## src/rtl/rtc_cs_pkg.sv

```systemverilog
package rtc_cs_pkg;
  localparam int DW = 4;

  // Field order follows the bus bit positions 3..0
  typedef struct packed {
    logic test;
    logic clk_stop;
    logic sel_icfg;
    logic irq_stop;
  } ctrl_t;

  localparam ctrl_t CTRL_RST = '{test: 1'b0, clk_stop: 1'b1, sel_icfg: 1'b0, irq_stop: 1'b1};

  localparam int B_DCHG = 3;
  localparam int B_IFLG = 0;
endpackage

```

## src/rtl/rtc_cs_latch.sv

```systemverilog
module rtc_cs_latch
  import rtc_cs_pkg::*;
(
  input  logic          clk,
  input  logic          rst,
  input  logic          we,
  input  logic [DW-1:0] wdata,
  output ctrl_t         ctrl_q
);
  always_ff @(posedge clk) begin
    if (rst)     ctrl_q <= CTRL_RST;
    else if (we) ctrl_q <= ctrl_t'(wdata);
  end
endmodule

```

## src/rtl/rtc_cs_flag.sv

```systemverilog
module rtc_cs_flag (
  input  logic clk,
  input  logic rst,
  input  logic set_i,
  input  logic clr_i,
  output logic flag_o
);
  // An event in the clearing cycle wins, so it is not lost
  always_ff @(posedge clk) begin
    if (rst) flag_o <= 1'b0;
    else     flag_o <= set_i | (flag_o & ~clr_i);
  end
endmodule

```

## src/rtl/rtc_cs_port.sv

```systemverilog
module rtc_cs_port
  import rtc_cs_pkg::*;
#(
  parameter int ADDR_W    = 4,
  parameter int CTRL_ADDR = 0
) (
  input  logic              clk,
  input  logic              rst,
  input  logic              rd_en,
  input  logic              wr_en,
  input  logic [ADDR_W-1:0] addr,
  input  logic [DW-1:0]     wdata,
  input  logic              sel_icfg,
  input  logic              dchg,
  input  logic              iflg,
  input  logic [DW-1:0]     set_rdata,
  input  logic [DW-1:0]     icfg_rdata,
  output logic [DW-1:0]     rdata,
  output logic              set_wr,
  output logic              icfg_wr,
  output logic [DW-1:0]     ext_wdata
);
  localparam logic [ADDR_W-1:0] A_CTRL  = ADDR_W'(CTRL_ADDR);
  localparam logic [ADDR_W-1:0] A_STEER = {ADDR_W{1'b1}};

  logic          hit_ctrl, hit_steer;
  logic [DW-1:0] rd_sel;

  assign hit_ctrl  = (addr == A_CTRL);
  assign hit_steer = (addr == A_STEER);

  always_comb begin
    rd_sel = '0;
    if (hit_ctrl) begin
      rd_sel[B_DCHG] = dchg;
      rd_sel[B_IFLG] = iflg;
    end else if (hit_steer) begin
      rd_sel = sel_icfg ? icfg_rdata : set_rdata;
    end
  end

  always_ff @(posedge clk) begin
    if (rst) begin
      rdata     <= '0;
      set_wr    <= 1'b0;
      icfg_wr   <= 1'b0;
      ext_wdata <= '0;
    end else begin
      if (rd_en) rdata <= rd_sel;
      set_wr  <= wr_en & hit_steer & ~sel_icfg;
      icfg_wr <= wr_en & hit_steer &  sel_icfg;
      if (wr_en & hit_steer) ext_wdata <= wdata;
    end
  end
endmodule

```

## src/rtl/rtc_ctrl_stat.sv

```systemverilog
module rtc_ctrl_stat
  import rtc_cs_pkg::*;
#(
  parameter int ADDR_W    = 4,
  parameter int CTRL_ADDR = 0
) (
  input  logic              clk,
  input  logic              rst,
  input  logic [ADDR_W-1:0] addr,
  input  logic              rd_en,
  input  logic              wr_en,
  input  logic [DW-1:0]     wdata,
  output logic [DW-1:0]     rdata,
  input  logic              tick,
  input  logic              timeout,
  input  logic [DW-1:0]     set_rdata,
  input  logic [DW-1:0]     icfg_rdata,
  output logic              set_wr,
  output logic              icfg_wr,
  output logic [DW-1:0]     ext_wdata,
  output logic              clk_run,
  output logic              tenths_clr,
  output logic              irq_run,
  output logic              test_mode,
  output logic              irq_n
);
  localparam logic [ADDR_W-1:0] A_CTRL = ADDR_W'(CTRL_ADDR);

  ctrl_t ctrl_q;
  logic  ctrl_hit, ctrl_rd, dchg_q, iflg_q;

  assign ctrl_hit = (addr == A_CTRL);
  assign ctrl_rd  = rd_en & ctrl_hit;

  rtc_cs_latch u_latch (
    .clk(clk), .rst(rst), .we(wr_en & ctrl_hit), .wdata(wdata), .ctrl_q(ctrl_q)
  );

  rtc_cs_flag u_dchg (
    .clk(clk), .rst(rst), .set_i(tick), .clr_i(ctrl_rd), .flag_o(dchg_q)
  );

  rtc_cs_flag u_iflg (
    .clk(clk), .rst(rst), .set_i(timeout), .clr_i(ctrl_rd), .flag_o(iflg_q)
  );

  rtc_cs_port #(.ADDR_W(ADDR_W), .CTRL_ADDR(CTRL_ADDR)) u_port (
    .clk(clk), .rst(rst), .rd_en(rd_en), .wr_en(wr_en), .addr(addr),
    .wdata(wdata), .sel_icfg(ctrl_q.sel_icfg), .dchg(dchg_q), .iflg(iflg_q),
    .set_rdata(set_rdata), .icfg_rdata(icfg_rdata), .rdata(rdata),
    .set_wr(set_wr), .icfg_wr(icfg_wr), .ext_wdata(ext_wdata)
  );

  assign clk_run    = ~ctrl_q.clk_stop;
  assign tenths_clr =  ctrl_q.clk_stop;
  assign irq_run    = ~ctrl_q.irq_stop;
  assign test_mode  =  ctrl_q.test;
  assign irq_n      = ~iflg_q;
endmodule

```

## config.mk

```make
export PLATFORM = sky130hd
export DESIGN_NAME = rtc_ctrl_stat
export DESIGN_NICKNAME = d
export VERILOG_FILES = /design/src/rtl/rtc_cs_pkg.sv /design/src/rtl/rtc_cs_latch.sv /design/src/rtl/rtc_cs_flag.sv /design/src/rtl/rtc_cs_port.sv /design/src/rtl/rtc_ctrl_stat.sv
export SDC_FILE = /design/constraint.sdc
export NUM_CORES = 1
export LEC_CHECK = 0
export BUFFER_PORTS_ARGS = -buffer_cell sky130_fd_sc_hd__buf_4
export CAP_MARGIN = 20
export CORE_MARGIN = 2
export CORE_UTILIZATION = 45
export DETAILED_ROUTE_END_ITERATION = 8
export GPL_ROUTABILITY_DRIVEN = 0
export GPL_TIMING_DRIVEN = 1
export PLACE_DENSITY = 0.8
export SETUP_SLACK_MARGIN = 0.05
export SLEW_MARGIN = 20
export SYNTH_ARGS = -nofsm -noshare
export SYNTH_HDL_FRONTEND = slang
export SYNTH_SLANG_ARGS = --single-unit
```

## constraint.sdc

```tcl
create_clock -name clk -period 3 [get_ports clk]
set_input_delay 0.45 -clock clk [delete_from_list [all_inputs] [get_ports clk]]
set_output_delay 0.45 -clock clk [all_outputs]
set_load 0.01 [all_outputs]
```

==> impl_results.md, run 1 <==
* Routed len/inst at between 10 and 15 um
* Final hold viol count at 0
* WL final at 1.73 mm
* CTS resizes at 0
* Initial antenna violation count at 0
* Antenna diodes at 0
* Worst setup EP type: flip-flop
* Synth Warn # at 0
* Clock-pin transition on the worst setup and hold timing paths at approximately 0.09 ns
* Sequential fraction of the synthesis area at 0.460
* Row count at 14
* Die W at ~43 um
* Achievable Freq at 0.791 GHz
* Drt pass-1 iters at 4
* Synthesized cell area at 697 um2
* GRT Overall Usage at 0.197
* Max-slew violation count at 0
* Yosys reg bits at 16
* Tmin final at 1.26 ns
* Most frequent cells in the layout: buf_4 (36), dfxtp_1 (16), a21oi_1 (12)
* Static Leak at 0.435 nW
* Number of setup buffers added after CTS at 0
* Worst IR drop on VDD at 0.219 mV
* WP data required at 3.18 ns
* Layout area overhead at 44.0%
* Final Power at between 0.4 and 0.5 mW
* Critical path arrival at 1.44 ns
* Critical Path Max Stage Delay at 0.57 ns
* Fin Clk Skew at 0.00280 ns
* Core region area at 0.00147 mm2
* CP Launch Type: input pin
* CTS Root Cell: clkbuf_4
* Endpoints failing setup at 0
* Buf+Inv Stages, Crit Path at 1
* HP Class: input pin to flip-flop
* Via count at 722
* Clk buf depth at 2
* TritonCTS buffer count at 3
* Max-cap viol count at 0
* Slew HR at 0.760
* Core Util, Final at 0.682
* CP cell instances: buf_4 > or4_4 > o21ai_0 > a21oi_1
* Clk_lat worst skew at 0.28 ns
* Sink Count at 16
* Slew @ Worst Pin at 0.358 ns
* Critical path start-end classification: input pin to flip-flop
* PD cells at 415 mW/mm2
* Largest net degree at the start of global routing at 17
* Die footprint at roughly 0.0019 mm2
* CP max stage cell: or4_4
* Share of cells above drive strength 1 at 0.430
* Dpl hpwl at 1.25 mm
* Cells after Synth at 79
* PortBufs at 36
* Nets at ~140
* Via density at roughly 5.6
* Status: completed
* DRC at 0
* Synth Area per Inst at 8.82 um2
* Post-placement cell count at 126
* Commonest non-fill, non-tap cell in the layout: buf_4
* Post-synthesis net count at 101
* RSZ-0062 raised after global routing: no
* Critical-path maximum fanout at 6
* Routed Antenna Nets at 0
* GRT overflow at 0
* DRT iter0 DRCs at 17
* H-tree Lvls at 1
* CTS tree: done
* Pre-CTS setup slack at about 1.4 ns
* Setup TNS Final at 0 ns
* Number of global-route vias before repair at 647
* Starting Density at 0.474
* Die Height at between 40 and 50 um
* Cell family with most CP delay: simple AND/OR/NAND/NOR gates
* Final worst setup slack at around 1.7 ns
* Final period util at 0.421
* Post-synthesis cell type count at 19
* Cell Count, Final, Fillers Out at 130
* # IOs at 37
* First-pass GRT wire length at 2.79 mm
* CTS Hold Bufs at 0
## power breakdown
part           total [mW]  switching [mW]  internal (mW)
Sequential          0.219         0.00234          0.217
Combinational      0.0565          0.0260         0.0305
Clock               0.141          0.0668         0.0738
Total               0.416          0.0952          0.321
## routing by layer
metal | part of all wire | wire (um) | GRT usage
met5 | 0 | 0 | 0
met2 | 0.51 | 884 | 0.316
met1 | 0.43 | 741 | 0.255
met3 | 0.047 | 81 | 0.0292
met4 | 0.012 | 21 | 0.109
## cell usage after synthesis
cell type,number,area share
dfxtp_1,16,0.46
a21oi_1,12,0.086
nand3_1,10,0.072
o21ai_0,8,0.057
inv_1,7,0.038
nand2_1,5,0.027
mux2_2,4,0.065
a21oi_2,2,0.025
a2bb2oi_1,2,0.025
a311o_1,2,0.029
buf_1,2,0.011
clkbuf_1,2,0.011
and4_2,1,0.014
buf_2,1,0.0072
nand4_1,1,0.0090
nor3_1,1,0.0072
nor3b_1,1,0.011
nor4_4,1,0.031
or4_4,1,0.016
## sequential cells by signal, summed over array words and instances, names as in the netlist
name / count
u_dchg.flag_o: 1
u_port.ext_wdata: 4
u_iflg.flag_o: 1
u_latch.ctrl_q: 4
u_port.icfg_wr: 1
u_port.rdata: 4
u_port.set_wr: 1
## kinds of logic after synthesis
logic type	count (synthesis)	synth area share
AND/OR/NAND/NOR	21	0.187
flip-flops	16	0.460
AO/OA/AOI/OAI	26	0.223
buffers and inverters	12	0.0664
multiplexers	4	0.0646
## through the flow
step	hold slack (ns)	area, um2
after detailed placement	0.472	967
after CTS	0.395	1000
final	0.402	1000
after floorplan	0.454	697
after global routing	0.401	1000
after global placement	0.458	967
## worst register-to-register path, cell delays in order (launching register included)
cell     delay, ns
dfxtp_1       0.46
mux2_2        0.36
nand3_1       0.09
a21oi_1       0.07
## final timing paths
check                                        from                end  slack [ns]  depth (start not counted)
worst min register to register    u_port.rdata[2]    u_port.rdata[2]        0.49                          2
worst max register to register  u_latch.ctrl_q[1]    u_port.rdata[1]        1.91                          3
worst max-delay path                      addr[3]  u_latch.ctrl_q[1]        1.74                          4
worst min-delay path                      timeout      u_iflg.flag_o        0.40                          3
## layout make-up
type                            instances  area [um2]
Sequential cell                        16         320
Multi-Input combinational cell         51         330
Tap cell                               16        20.0
Clock buffer                            4        36.3
Fill cell                             125         468
Timing Repair Buffer                   36         270
Inverter                                7        26.3
Note: power is estimated with default switching activity, not from simulation.
==> inputs of run 2 (changes only) <==
CORE_UTILIZATION = 42   (was 45)
PLACE_DENSITY = 0.76   (was 0.8)
clock period = 1.2 ns   (was 3 ns; I/O delays follow)
==> run 2 against run 1 <==
Clock skew is 0.0022 ns lower. Total power grew to 2.5 times the previous value. Routed wire length fell by 4.3%. Largest cell class unchanged.
==> impl_results.md, run 2 (same netlist as run 1, synthesis figures left out) <==
* Slew HR at 0.759
* Post-placement cell count at around 130
* Dpl hpwl at about 1.2 mm
* Starting Density at 0.457
* Core Util, Final at 0.664
* Static Leak at roughly 0.44 nW
* Clock-pin transition on the worst setup and hold timing paths at 0.10 ns
* Final Power at 1.05 mW
* Pre-CTS setup slack at -0.0648 ns
* Share of cells above drive strength 1 at 0.443
* Die Height at ~45 um
* Sink Count at 16
* Endpoints failing setup at 0
* Via density at 5.38
* DRC at 0
* Final worst setup slack at between 0.15 and 0.2 ns
* Dpl cell area at slightly below 0.001 mm2
* Cell Count, Final, Fillers Out at 131
* Tmin final at 1.02 ns
* Nets at 138
* Final period util at 0.846
* Worst setup EP type: flip-flop
* CTS tree: done
* Antenna diodes at 0
* H-tree Lvls at 1
* Achievable Freq at 0.984 GHz
* RSZ-0062 raised after global routing: no
* Routed len/inst at 12.6 um
* CP Launch Type: flip-flop
* Layout area overhead at 45.2%
* Crit. Startpoint: u_latch.ctrl_q[1]
* Critical path start-end classification: flip-flop to flip-flop
* Max-cap viol count at 0
* CTS Root Cell: clkbuf_4
* TritonCTS buffer count at 3
* PortBufs at 36
* WL final at 1.65 mm
* Clk buf depth at 2
* Status: completed
* Routed Antenna Nets at 0
* Commonest non-fill, non-tap cell in the layout: buf_4
* # IOs at 37
* Final instance area at 0.00101 mm2
* Final hold viol count at 0
* PD cells at 1040 mW/mm2
* Worst IR drop on VDD at 0.709 mV
* Slew @ Worst Pin at ~0.36 ns
* Setup TNS Final at 0 ns
* Critical R2R Launch: u_latch.ctrl_q[1]
* HP Start: timeout
* Initial antenna violation count at 0
* First-pass GRT wire length at 2.55 mm
* Max-slew violation count at 0
* Fin Clk Skew at 0.000574 ns
* Critical path arrival at around 1.2 ns
* Most frequent cells in the layout: buf_4 (37), dfxtp_1 (15), a21oi_1 (12)
* Number of global-route vias before repair at 615
* Number of setup buffers added after CTS at 0
* DRT iter0 DRCs at 8
* Largest net degree at the start of global routing at 17
* Drt pass-1 iters at 4
* Worst hold margin at around 0.12 ns
* Clk_lat worst skew at 0.29 ns
* GRT overflow at 0
* Via count at 705
* Fillers at 139
* R2R Setup Slk at 0.18 ns
* Row count at 14
* Largest registers: u_latch.ctrl_q (4), u_port.ext_wdata (4), u_port.rdata (4)
* GRT Overall Usage at 0.173
* Die footprint at 0.00200 mm2
* WP data required at 1.39 ns
* Critical-path maximum fanout at 7
* Core region area at 0.00152 mm2
* Die W at about 45 um
* HP Class: input pin to flip-flop
run 2: changes by cell type in the layout (fill, tap and decap cells not counted), sizes merged:
| cell | change |
|---|---|
| buf | +1 |
run 2: final cells by class:
type	count	area, um2	share of cell area
Clock buffer	4	36.3	0.0358
Multi-Input combinational cell	51	330	0.326
Tap cell	16	20.0	0.0198
Inverter	7	26.3	0.0260
Timing Repair Buffer	37	278	0.274
Sequential cell	16	322	0.318
run 2: power by group:
group          switching [mW]  internal (mW)
sequential            0.00605          0.541
clock                   0.179          0.185
combinational          0.0637         0.0781
run 2: routing by layer:
layer | vias up | wire [um] | track usage
met5 | - | 0 | 0
met4 | 0 | 29 | 0.109
met3 | 4 | 71 | 0.0240
met2 | 22 | 821 | 0.275
met1 | 327 | 730 | 0.218
li1 | 352 | - | -
run 2: worst paths after layout:
path / to / cells past startpoint
max: u_port.rdata[3] / 3
min: u_iflg.flag_o / 3
max reg2reg: u_port.rdata[3] / 3
min reg2reg: u_port.rdata[1] / 2
run 2: what timing repair did:
item / CTS / global route
hold buffers: 0 / 0
gates resized for setup: 0 / 1
setup endpoints to repair: 0 / 4
endpoints found under the hold margin: 0 / 0
run 2: critical path: stages (launching register included):
cell and delay (ns):
dfxtp_2 0.41, mux2_2 0.35, nand3_1 0.09, a21oi_2 0.05
